## src/rtl/link_retrain_seq.sv

```systemverilog
module link_retrain_seq #(
  parameter int ADDR_W        = 12,
  parameter int DATA_W        = 16,
  parameter logic [ADDR_W-1:0] CAP_BASE = 'h080,
  parameter int POLL_GAP      = 64,
  parameter int TRAIN_TIMEOUT = 100000,
  parameter int LINK_TIMEOUT  = 100000,
  parameter logic [4:0] UP_CODE = 5'h0F
) (
  input  logic              clk,
  input  logic              rst_n,
  input  logic              start,
  input  logic [4:0]        ltssm_state,
  output logic              req_valid,
  output logic              req_write,
  output logic [ADDR_W-1:0] req_addr,
  output logic [DATA_W-1:0] req_wdata,
  input  logic              rsp_valid,
  input  logic [DATA_W-1:0] rsp_rdata,
  output logic              done,
  output logic              err_train_timeout,
  output logic              err_link_timeout
);
  localparam int TMAX  = (TRAIN_TIMEOUT > LINK_TIMEOUT) ? TRAIN_TIMEOUT : LINK_TIMEOUT;
  localparam int TMR_W = $clog2(TMAX + 2);
  localparam int GAP_W = $clog2(POLL_GAP + 1);
  localparam logic [TMR_W-1:0] TRN_LIM  = TMR_W'(TRAIN_TIMEOUT);
  localparam logic [TMR_W-1:0] LNK_LIM  = TMR_W'(LINK_TIMEOUT - 1);
  localparam logic [TMR_W-1:0] TMR_TOP  = {TMR_W{1'b1}};
  localparam logic [GAP_W-1:0] GAP_LAST = GAP_W'(POLL_GAP - 1);
  localparam logic [ADDR_W-1:0] A_CAP = CAP_BASE + ADDR_W'(12);
  localparam logic [ADDR_W-1:0] A_CTL = CAP_BASE + ADDR_W'(16);
  localparam logic [ADDR_W-1:0] A_STA = CAP_BASE + ADDR_W'(18);
  localparam logic [3:0] SPD_BASE = 4'd1;
  localparam int RETRAIN_BIT  = 5;
  localparam int TRAINING_BIT = 11;

  typedef enum logic [3:0] {
    S_CHK, S_RCAP, S_RSTA, S_RCTL, S_WCTL, S_RTRN, S_GAP, S_WLNK, S_FIN
  } st_t;

  st_t               st;
  logic [DATA_W-1:0] ctl_q;
  logic [TMR_W-1:0]  tmr;
  logic [GAP_W-1:0]  gcnt;
  logic              link_up;
  logic [TMR_W-1:0]  tmr_inc;

  assign link_up   = (ltssm_state == UP_CODE);
  assign tmr_inc   = (tmr == TMR_TOP) ? tmr : tmr + 1'b1;
  assign done      = (st == S_FIN);
  assign req_valid = (st == S_RCAP) || (st == S_RSTA) || (st == S_RCTL) ||
                     (st == S_WCTL) || (st == S_RTRN);
  assign req_write = (st == S_WCTL);
  assign req_wdata = ctl_q | (DATA_W'(1) << RETRAIN_BIT);

  always_comb begin
    case (st)
      S_RCAP:         req_addr = A_CAP;
      S_RCTL, S_WCTL: req_addr = A_CTL;
      default:        req_addr = A_STA;
    endcase
  end

  always_ff @(posedge clk) begin
    if (!rst_n) begin
      st                <= S_CHK;
      ctl_q             <= '0;
      tmr               <= '0;
      gcnt              <= '0;
      err_train_timeout <= 1'b0;
      err_link_timeout  <= 1'b0;
    end else begin
      case (st)
        S_CHK: st <= link_up ? S_RCAP : S_FIN;
        S_RCAP:
          if (rsp_valid) st <= (rsp_rdata[3:0] > SPD_BASE) ? S_RSTA : S_FIN;
        S_RSTA:
          if (rsp_valid) st <= (rsp_rdata[3:0] == SPD_BASE) ? S_RCTL : S_FIN;
        S_RCTL:
          if (rsp_valid) begin
            ctl_q <= rsp_rdata;
            st    <= S_WCTL;
          end
        S_WCTL:
          if (rsp_valid) begin
            tmr <= '0;
            st  <= S_RTRN;
          end
        S_RTRN: begin
          tmr <= tmr_inc;
          if (rsp_valid) begin
            if (!rsp_rdata[TRAINING_BIT]) begin
              tmr <= '0;
              st  <= S_WLNK;
            end else if (tmr >= TRN_LIM) begin
              err_train_timeout <= 1'b1;
              tmr <= '0;
              st  <= S_WLNK;
            end else begin
              gcnt <= '0;
              st   <= S_GAP;
            end
          end
        end
        S_GAP: begin
          tmr  <= tmr_inc;
          gcnt <= gcnt + 1'b1;
          if (gcnt >= GAP_LAST) st <= S_RTRN;
        end
        S_WLNK:
          if (link_up) st <= S_FIN;
          else if (tmr >= LNK_LIM) begin
            err_link_timeout <= 1'b1;
            st <= S_FIN;
          end else tmr <= tmr_inc;
        S_FIN: if (start) st <= S_CHK;
        default: st <= S_FIN;
      endcase
    end
  end
endmodule

```

## config.mk

```make
export PLATFORM = sky130hd
export DESIGN_NAME = link_retrain_seq
export DESIGN_NICKNAME = d
export VERILOG_FILES = /design/src/rtl/link_retrain_seq.sv
export SDC_FILE = /design/constraint.sdc
export NUM_CORES = 1
export LEC_CHECK = 0
export BUFFER_PORTS_ARGS = -buffer_cell sky130_fd_sc_hd__clkbuf_2
export CORE_MARGIN = 2
export CORE_UTILIZATION = 54
export CTS_CLUSTER_SIZE = 24
export DETAILED_ROUTE_END_ITERATION = 7
export PLACE_DENSITY_LB_ADDON = 0.1
export SLEW_MARGIN = 20
export SYNTH_ARGS = -nofsm -noshare
export SYNTH_HDL_FRONTEND = slang
export SYNTH_SLANG_ARGS = --single-unit
```

## constraint.sdc

```tcl
create_clock -name clk -period 2.43 [get_ports clk]
set_input_delay 0.486 -clock clk [delete_from_list [all_inputs] [get_ports clk]]
set_output_delay 0.486 -clock clk [all_outputs]
set_load 0.01 [all_outputs]
```

==> results of run 1 <==
-- layout make-up --
class	instances	area [um^2]	area share, %
Multi-Input combinational cell	245	1440	50.4
Inverter	8	30.0	1.05
Timing Repair Buffer	56	303	10.6
Clock inverter	1	30.0	1.05
Clock buffer	7	86.3	3.03
Tap cell	52	65.1	2.28
Sequential cell	45	901	31.6
-- report_power, final --
| group | leakage, nW | switching [mW] | internal, mW |
|---|---|---|---|
| Combinational | 0.672 | 0.0576 | 0.0411 |
| Clock | 0.0585 | 0.255 | 0.336 |
| Sequential | 0.363 | 0.00277 | 0.740 |
-- routing by layer --
layer  global-route usage [%]  wire length (um)  vias up
li1                         -                 -     1185
met1                     27.6              2480     1056
met2                     36.7              2590       38
met3                     4.22               164        9
met4                     6.71                63        0
met5                        0                 0        -
-- cell usage after synthesis (2+ instances only) --
cell type,count
a211oi_1,3
a21oi_1,28
nand4_1,14
o41ai_1,2
and2_1,2
nand2b_1,6
nand3_1,10
and3_1,5
buf_4,10
dfxtp_1,45
nor2b_1,4
nor4_1,3
clkbuf_1,10
nor2_1,32
mux2i_1,3
nand2_1,49
ha_1,3
a22oi_1,2
nand3b_1,2
or3_1,5
o21ai_0,8
xor2_1,12
inv_1,8
o21ai_1,3
o22a_1,2
conb_1,2
a211oi_2,2
a31oi_1,3
nor3_1,7
o31ai_1,2
-- registers in the layout, indices dropped and copies added, names as in the netlist --
register	cells
gcnt	7
err_link_timeout	1
st	4
ctl_q	15
err_train_timeout	1
tmr	17
-- worst min-delay path, cell delays in order --
cell	delay [ps]
clkbuf_2	80
nand2_1	40
a21oi_1	50
-- worst paths after layout --
path	to	slack [ps]	cells after the start
worst max-delay path	tmr[12]	250	6
worst min-delay path	ctl_q[14]	400	3
worst max register to register	tmr[12]	250	6
worst min register to register	ctl_q[14]	460	2
-- cell families (layout without fill, tap and decap cells) --
kind of cell	count (synthesis)	in the layout	synth area share [%]
AND/OR/NAND/NOR	151	151	31.1
AO/OA/AOI/OAI	65	65	17.6
flip-flops	45	45	36.2
buffers and inverters	32	72	7.09
XOR/XNOR	13	13	4.58
multiplexers	4	4	1.66
adder cells (fa/ha/maj)	3	3	1.51
other	2	9	0.302
-- per-stage QoR --
stage	power, mW	utilization [%]	instance area (um^2)
CTS	1.44	65.1	2850
finish	1.43	65.1	2850
floorplan	0.830	-	2510
global route	1.48	65.1	2850
global placement	0.858	62.4	2740
detailed placement	0.858	62.4	2740
==> summary.md, run 1 <==
| Metric | Value |
|---|---|
| Status | `complete, no violations` |
| RSZ-0062 raised after global routing | `no` |
| Placed Instances | `406` |
| Crit path max-delay family | `simple AND/OR/NAND/NOR gates` |
| Setup crit start kind | `register` |
| First-pass GRT wire length | `9120 um` |
| Most frequent cells in the layout | `49 x nand2_1, 47 x clkbuf_2, 45 x dfxtp_1` |
| Wirelength, routed | `5300 um` |
| Routed WL per cell | `12.8 um` |
| Antenna-violating nets left | `0` |
| Reg-to-Reg Start | `tmr[5]` |
| FILL cells | `403` |
| Top cells by area, synth | `dfxtp_1 36%, nand2_1 7.4%, a21oi_1 5.6%` |
| HP Start | `rsp_rdata[14]` |
| PwrDens | `502 nW/um^2` |
| Clock sink count | `45` |
| Max Fclk | `458 MHz` |
| CTS Hold Buffers Added | `0` |
| Commonest non-fill, non-tap cell in the layout | `nand2_1` |
| Synth Flop Type | `dfxtp_1` |
| Clk_lat worst skew | `290 ps` |
| Post-Route Skew | `5.05 ps` |
| Largest net degree at the start of global routing | `26` |
| Htree depth | `2` |
| Slew @ Worst Pin | `783 ps` |
| # resized after CTS | `0` |
| Minimum clock period after layout | `2180 ps` |
| Non-filler cells, final | `414` |
| Hold Slack | `402 ps` |
| Seq cells post-synth | `45` |
| Core box area | `4380 um^2` |
| Crit path cell chain | `or3_4 -> nor4_4 -> a31oi_4 -> and2_1 -> a41o_1 -> and3_1` |
| # Max-Cap Violations | `0` |
| Share of flip-flops with an asynchronous set or reset | `0%` |
| Via count of the routed design | `2288` |
| Total GRT Usage | `21.6%` |
| CTS buffer count | `5` |
| CTS clk-pin slew, worst paths | `90 ps` |
| Relative slew margins | `47.7%` |
| Max FO, Critical Path | `10` |
| Pins Over Slew Limit | `0` |
| Worst setup path class | `register to register` |
| Synth Warn # | `0` |
| Number of global-route vias before repair | `2044` |
| Worst vdd ir | `272 uV` |
| DRT Pass-1 Iters | `4` |
| Ant diodes | `0` |
| Setup-failing EPs final | `0` |
| Placer's final routability congestion estimate | `0.857` |
| Mapped Cells | `315` |
| Final worst slack | `247 ps` |
| Synth top area share | `36.2%` |
| Synth area leader | `dfxtp_1` |
| CTS root buf | `clkbuf_8` |
| Gr ovfl total | `0` |
| Initial antenna violation count | `0` |
| DRT iter0 DRCs | `106` |
| Sum of buffers and inverters on the critical path | `0` |
| Slowest stage delay, CP | `420 ps` |
| P&R area growth vs syn | `14.6%` |
| Dpl hpwl | `3780 um` |
| Row count | `24` |
| Share of cells above drive strength 1 | `21.8%` |
| Setup Fix Bufs, Post-CTS | `0` |
| CP arrival | `2380 ps` |
| Seq/Total Area, Yosys | `36.2%` |
| Number of synthesized flops with an enable pin | `0` |
| Placement Setup Slack | `273 ps` |
| Starting Density | `56.8%` |
| DIE HEIGHT | `71.9 um` |
| Setup TNS | `0 ps` |
| Post-route DRC | `0` |
| Die ar. | `5170 um^2` |
| Syn_area_per_cell | `7.90 um^2` |
| Hold Vio Cnt, Final | `0` |
| Max clock buf depth | `2` |
| WP data required | `2630 ps` |
| Fin nets | `389` |
| CTS tree | `done` |
| Critical-path top delay cell | `or3_4` |
| Crit. End Element | `register` |
| Final Cycle Share | `89.8%` |
| Die span in x | `71.9 um` |
| Crit. Startpoint | `tmr[5]` |
| IO Count | `58` |
| Leak Pwr | `1.09 nW` |
| Synth cell types | `58` |
| Hold Path Class | `input pin to register` |
| Vias per cell | `5.53` |
| Port bufs | `47` |
| Syn Std Cell Area | `2490 um^2` |
(Power assumes the default switching activity.)
==> inputs of run 2 (changes only) <==
Settings changed: ABC_AREA set to 1, BUFFER_PORTS_ARGS -buffer_cell sky130_fd_sc_hd__clkbuf_2 to -buffer_cell sky130_fd_sc_hd__buf_4, CORE_UTILIZATION 54 to 55, SLEW_MARGIN 20 to 30.
==> run 2 against run 1 <==
  * Synthesized area increased by 9.5%
  * Worst setup slack improved by 74 ps
  * Combinational power grew to 5.9 times the previous value
  * Via count rose by 16%
  * Global-route usage increased by 1.2 points
  * Critical path type unchanged
  * Power increased by 38%
  * First-iteration DRC count fell by 4.7%
  * Cell area is 11% higher
  * Critical path depth increased by 5
  * Highest routed layer unchanged
  * Hold slack better by 41 ps
  * Die area up 7.0%
  * Final cell count rose by 27%
==> summary.md, run 2 <==
| Metric | Value |
|---|---|
| RSZ-0062 raised after global routing | `no` |
| FILL cells | `471 (+17%)` |
| Clock sink count | `45 (unchanged)` |
| Setup Fix Bufs, Post-CTS | `0 (unchanged)` |
| Syn Std Cell Area | `2720 um^2 (+9.5%)` |
| Die ar. | `5530 um^2 (+7.0%)` |
| Port bufs | `47 (unchanged)` |
| Final worst slack | `322 ps (+74.2 ps)` |
| First-pass GRT wire length | `10200 um (+12%)` |
| Most frequent cells in the layout | `101 x nand2_1, 50 x buf_4, 46 x inv_1, 46 x nor2_1, 45 x dfxtp_1` |
| Minimum clock period after layout | `2110 ps (-74.2 ps)` |
| Seq cells post-synth | `45 (unchanged)` |
| Hold Vio Cnt, Final | `0 (unchanged)` |
| Largest net degree at the start of global routing | `26 (unchanged)` |
| Via count of the routed design | `2662 (+16%)` |
| Setup-failing EPs final | `0 (unchanged)` |
| Count leader, synth | `nand2_1` |
| WP data required | `2660 ps (+30 ps)` |
| Max clock buf depth | `2 (unchanged)` |
| Largest Register | `tmr` |
| # Max-Cap Violations | `0 (unchanged)` |
| Total GRT Usage | `22.8% (+1.2 points)` |
| Slew @ Worst Pin | `560 ps (-223 ps)` |
| Htree depth | `2 (unchanged)` |
| Share of flip-flops with an asynchronous set or reset | `0% (unchanged)` |
| Worst setup path class | `register to register` |
| CTS root buf | `clkbuf_8` |
| CP arrival | `2340 ps (-40 ps)` |
| Number of synthesized flops with an enable pin | `0 (unchanged)` |
| Gr ovfl total | `0 (unchanged)` |
| Status | `complete, no violations` |
| Max Fclk | `474 MHz (+3.5%)` |
| Total power | `1.98 mW (+38%)` |
| Placement Setup Slack | `361 ps (+88.2 ps)` |
| CTS buffer count | `5 (unchanged)` |
| Fin nets | `484 (+24%)` |
| Relative slew margins | `62.4% (+15 points)` |
| Die span in x | `74.4 um (+3.5%)` |
| IO Count | `58 (unchanged)` |
| Leak Pwr | `1.29 nW (+18%)` |
| Vias per cell | `5.08 (-8.1%)` |
| Mapped Cells | `416 (+32%)` |
| DRT Pass-1 Iters | `4 (unchanged)` |
| Clk_lat worst skew | `300 ps (about the same)` |
| Crit. End Element | `register` |
| Post-synth top cells | `101 x nand2_1, 46 x inv_1, 46 x nor2_1` |
| Max FO, Critical Path | `25 (+15)` |
| Synth cell types | `31 (-47%)` |
| Synth Flop Type | `dfxtp_1` |
| CTS Hold Buffers Added | `0 (unchanged)` |
| Ant diodes | `0 (unchanged)` |
| Synth area leader | `dfxtp_1` |
| DIE HEIGHT | `74.4 um (+3.5%)` |
| DRT iter0 DRCs | `101 (-4.7%)` |
| CTS clk-pin slew, worst paths | `90 ps (about the same)` |
| Top flop regs | `tmr: 17 flops, ctl_q: 15 flops, gcnt: 7 flops` |
| Max reg flops | `17 (unchanged)` |
| Post-route DRC | `0 (unchanged)` |
| Post-Route Skew | `7.09 ps (+2.04 ps)` |
| Pins Over Slew Limit | `0 (unchanged)` |
| Starting Density | `57.3% (+0.53 points)` |
| Synth top area share | `33.1% (-3.1 points)` |
| PwrDens | `624 nW/um^2 (+24%)` |
| Syn_area_per_cell | `6.55 um^2 (-17%)` |
| Commonest non-fill, non-tap cell in the layout | `nand2_1` |
| Worst vdd ir | `294 uV (+8.3%)` |
| Wirelength, routed | `6060 um (+14%)` |
| Seq/Total Area, Yosys | `33.1% (-3.1 points)` |
| Antenna-violating nets left | `0 (unchanged)` |
| CTS tree | `done` |
| Synth Warn # | `0 (unchanged)` |
| Number of global-route vias before repair | `2346 (+15%)` |
| Placer's final routability congestion estimate | `0.838 (-2.2%)` |
| P&R area growth vs syn | `16.2%` |
| Core box area | `4750 um^2 (+8.4%)` |
| Initial antenna violation count | `0 (unchanged)` |
| Final Cycle Share | `86.8% (-3.1 points)` |
| Share of cells above drive strength 1 | `19.9% (-1.9 points)` |
| Hold Path Class | `register to register` |
| Setup crit start kind | `register` |
| Setup TNS | `0 ps (unchanged)` |
| Row count | `25 (+4.2%)` |
| Routed WL per cell | `11.6 um (-9.7%)` |
| # resized after CTS | `0 (unchanged)` |
| Top cells by area, synth | `dfxtp_1 33%, nand2_1 14%, nand3_1 7.9%` |
| Dpl hpwl | `4480 um (+19%)` |
run 2: path summary, 6_finish.rpt:
| check | from | endpoint | slack, ps | depth (start not counted) |
|---|---|---|---|---|
| hold reg to reg | tmr[4] | tmr[4] | 440 | 2 |
| setup / recovery | tmr[0] | tmr[12] | 320 | 11 |
| setup reg to reg | tmr[0] | tmr[12] | 320 | 11 |
| hold / removal | tmr[4] | tmr[4] | 440 | 2 |
run 2: where the power goes:
| part | internal (mW) | total [mW] | switching (mW) |
|---|---|---|---|
| combinational | 0.221 | 0.582 | 0.362 |
| sequential | 0.772 | 0.807 | 0.0355 |
| clock | 0.335 | 0.586 | 0.251 |
run 2: layout make-up:
class	instances	area, um^2	area share [%]
Clock buffer	7	86.3	2.73
Clock inverter	1	30.0	0.949
Inverter	51	191	6.05
Multi-Input combinational cell	303	1500	47.3
Sequential cell	45	901	28.5
Tap cell	67	83.8	2.65
Timing Repair Buffer	50	375	11.9
run 2: per-layer routing:
layer	global-route usage (%)	routed length, um	vias up
li1	-	-	1405
met1	30.4	2910	1185
met2	38.2	2800	65
met3	3.39	281	7
met4	7.34	65	0
met5	0	0	-
run 2: worst max-delay path, cell delays in order (launching register included):
cell and delay, ps:
dfxtp_1 400, ha_1 220, nand2_1 110, nor2_2 160
nand3_2 140, nor2_4 150, nand4_4 320, nand3_1 210
nand2_1 90, nand2_1 70, nand2_1 50, a21oi_1 120
run 2: cell families (layout without fill, tap and decap cells):
kind of cell / count (synthesis) / after routing / share of synthesized area [%]
AOI/OAI and AO/OA: 55 / 55 / 12.2
DFF: 45 / 45 / 33.1
buffers and inverters: 75 / 109 / 13.0
and+or+nand+nor: 235 / 235 / 39.8
adders and majority gates: 3 / 3 / 1.38
xor gates and xnor gates: 1 / 1 / 0.322
other: 2 / 9 / 0.276
run 2: stage by stage:
stage | instance area (um^2) | hold slack [ps] | cells | utilization, %
2_1_floorplan | 2750 | 421 | 423 | -
3_3_place_gp | 3050 | 431 | 516 | 64.1
3_5_place_dp | 3050 | 438 | 516 | 64.1
4_1_cts | 3160 | 450 | 524 | 66.6
5_1_grt | 3160 | 459 | 524 | 66.6
6_report | 3160 | 444 | 524 | 66.6
==> inputs of run 3 (changes only) <==
--- a/config.mk
+++ b/config.mk
@@ -14,2 +14,3 @@
 export PLACE_DENSITY_LB_ADDON = 0.1
+export SETUP_SLACK_MARGIN = 0.02
 export SLEW_MARGIN = 30
==> constraint.sdc (replaced) <==
create_clock -name clk -period 2.43 [get_ports clk]
set_input_delay 0 -clock clk [delete_from_list [all_inputs] [get_ports clk]]
set_output_delay 0 -clock clk [all_outputs]
set_load 0.01 [all_outputs]
==> run 3 against run 2 <==
  * Utilization increased by 3.2 points
  * Sequential cell count unchanged
  * Largest power group unchanged
  * Hold slack got worse by 380 ps
  * Sequential share of layout area fell by 1.3 points
  * Clock power about the same
  * Count of clock-buffer cells in the layout fell by 1
  * Routed wire length increased by 7.9%
  * Die area unchanged
  * Sequential power hardly changed
==> summary.md, run 3 (synthesis gave the netlist of run 2 again) <==
| Metric | Value |
|---|---|
| Clk_lat worst skew | `300 ps (about the same)` |
| Max reg flops | `17 (unchanged)` |
| Fin nets | `499 (+3.1%)` |
| RSZ-0062 raised after global routing | `no` |
| Status | `complete, no violations` |
| P&R area growth vs syn | `21.8%` |
| Critical-path top delay cell | `dfxtp_1` |
| CTS clk-pin slew, worst paths | `80 ps (about the same)` |
| DR top layer | `met4` |
| Starting Density | `57.3% (unchanged)` |
| Initial antenna violation count | `0 (unchanged)` |
| Post-Route Skew | `4.54 ps (-2.55 ps)` |
| Worst vdd ir | `328 uV (+12%)` |
| Slew @ Worst Pin | `561 ps (+1.12 ps)` |
| First-pass GRT wire length | `10600 um (+4.0%)` |
| DRT met1 WL | `2880 um (-1.1%)` |
| Wirelength, routed | `6540 um (+7.9%)` |
| Worst setup path class | `register to register` |
| Row count | `25 (unchanged)` |
| DIE HEIGHT | `74.4 um (unchanged)` |
| CTS buffer count | `5 (unchanged)` |
| Setup-failing EPs final | `0 (unchanged)` |
| Vias per cell | `5.15 (+1.3%)` |
| Minimum clock period after layout | `2060 ps (-50.0 ps)` |
| Total GRT Usage | `24.1% (+1.2 points)` |
| IO Count | `58 (unchanged)` |
| DRT Pass-1 Iters | `5 (+1)` |
| Dpl hpwl | `4590 um (+2.4%)` |
| Internal | `1.34 mW (+1.1%)` |
| Leak Pwr | `1.35 nW (+4.8%)` |
| Share of cells above drive strength 1 | `19.5% (-0.42 points)` |
| Number of global-route vias before repair | `2495 (+6.4%)` |
| Largest Register | `tmr` |
| Port bufs | `47 (unchanged)` |
| Setup Fix Bufs, Post-CTS | `0 (unchanged)` |
| Commonest non-fill, non-tap cell in the layout | `nand2_1` |
| DR WL met3 | `427 um (+52%)` |
| Via count of the routed design | `2775 (+4.2%)` |
| P_sw | `658 uW (+1.6%)` |
| Placer's final routability congestion estimate | `0.847 (+1.1%)` |
| DRT iter0 DRCs | `117 (+16%)` |
| Most frequent cells in the layout | `101 x nand2_1, 50 x buf_4, 46 x inv_1, 46 x nor2_1, 45 x dfxtp_1` |
| FILL cells | `422 (-10%)` |
| Hold Slack | `67.3 ps (-376 ps)` |
| Placed Instances | `516 (unchanged)` |
| Gate power share | `30.3% (+0.8 points)` |
| Antenna-violating nets left | `0 (unchanged)` |
| Hold Path Class | `input pin to register` |
| WP data required | `2660 ps (about the same)` |
| Setup TNS | `0 ps (unchanged)` |
| Post-layout util | `69.8% (+3.2 points)` |
| Max clock buf depth | `2 (unchanged)` |
| Die span in x | `74.4 um (unchanged)` |
| CP arrival | `2290 ps (-50 ps)` |
| Die ar. | `5530 um^2 (unchanged)` |
| Placed cell area | `3050 um^2 (unchanged)` |
| Htree depth | `2 (unchanged)` |
| Final worst slack | `372 ps (+50.0 ps)` |
| CTS Hold Buffers Added | `15 (+15)` |
| Sequential power share | `40.3% (-0.6 points)` |
| Post-route DRC | `0 (unchanged)` |
| Placement Setup Slack | `381 ps (+19.7 ps)` |
| Ant diodes | `0 (unchanged)` |
| Switching Share | `32.9% (+0.093 points)` |
| Most used cell, CP | `nand2_1` |
| Max FO, Critical Path | `25 (unchanged)` |
| DR WL met2 | `3130 um (+12%)` |
| CTS root buf | `clkbuf_8` |
| CTS tree | `done` |
| Non-filler cells, final | `539 (+2.9%)` |
| Core box area | `4750 um^2 (unchanged)` |
| Setup crit start kind | `register` |
| Pins Over Slew Limit | `0 (unchanged)` |
| Design area | `3320 um^2 (+4.9%)` |
| Relative slew margins | `62.3% (-0.075 points)` |
| # resized after CTS | `0 (unchanged)` |
| Crit path cell chain | `ha_1 -> nand2_1 -> nor2_2 -> nand3_2 -> nor2_4 -> nand4_4 -> nand3_1 -> nand2_1 -> nand2_1 -> nand2_1 -> a21oi_1` |
| Final Cycle Share | `84.7% (-2.1 points)` |
| Max Fclk | `486 MHz (+2.4%)` |
| Crit. End Element | `register` |
| Slowest stage delay, CP | `370 ps (-30 ps)` |
| Hold Vio Cnt, Final | `0 (unchanged)` |
| # Max-Cap Violations | `0 (unchanged)` |
| PwrDens | `603 nW/um^2 (-3.4%)` |
| Routed WL per cell | `12.1 um (+4.9%)` |
| Total power | `2.00 mW (+1.3%)` |
| Gr ovfl total | `0 (unchanged)` |
| Largest net degree at the start of global routing | `26 (unchanged)` |
| Clock sink count | `45 (unchanged)` |
| Top flop regs | `tmr: 17 flops, ctl_q: 15 flops, gcnt: 7 flops` |
| Clock Power Share | `29.4% (-0.3 points)` |
## run 3: changes by cell type in the layout (fill, tap and decap cells not counted)
cell,before,now
clkbuf_1,1,0
dlygate4sd3_1,0,15
clkinvlp_4,0,1
## run 3: layout make-up
class	count	area (um^2)	area share, %
inverters	51	191	5.77
clock buffers	6	82.6	2.49
clock inverters	2	37.5	1.13
well taps	67	83.8	2.53
repair buffers	65	526	15.8
multi-input cells	303	1500	45.1
flip-flops and latches	45	901	27.1
## run 3: worst max-delay path: cells and delay by family, from the launching register on
family,cells,cell delay (ps)
AOI/OAI and AO/OA,1,110
and+or+nand+nor,9,1320
adders and majority gates,1,200
DFF,1,370
## run 3: power groups by stage
stage               Clock, mW  Combinational, mW  Sequential [mW]
finish                  0.589              0.606            0.806
global route            0.639              0.685            0.813
CTS                     0.606              0.598            0.806
detailed placement          0              0.576            0.823
global placement            0              0.575            0.821
floorplan                   0              0.418            0.818
## run 3: metal layers
layer  vias up  GRT usage [%]
met1      1241           28.6
li1       1435              -
met5         -              0
met2        88           42.8
met4         0           8.13
met3        11           5.28
## run 3: final timing paths
kind | from | end | slack (ps) | depth (start not counted)
worst min register to register | tmr[4] | tmr[4] | 450 | 2
worst max-delay path | tmr[0] | tmr[12] | 370 | 11
worst max register to register | tmr[0] | tmr[12] | 370 | 11
worst min-delay path | rst_n | tmr[14] | 70 | 3
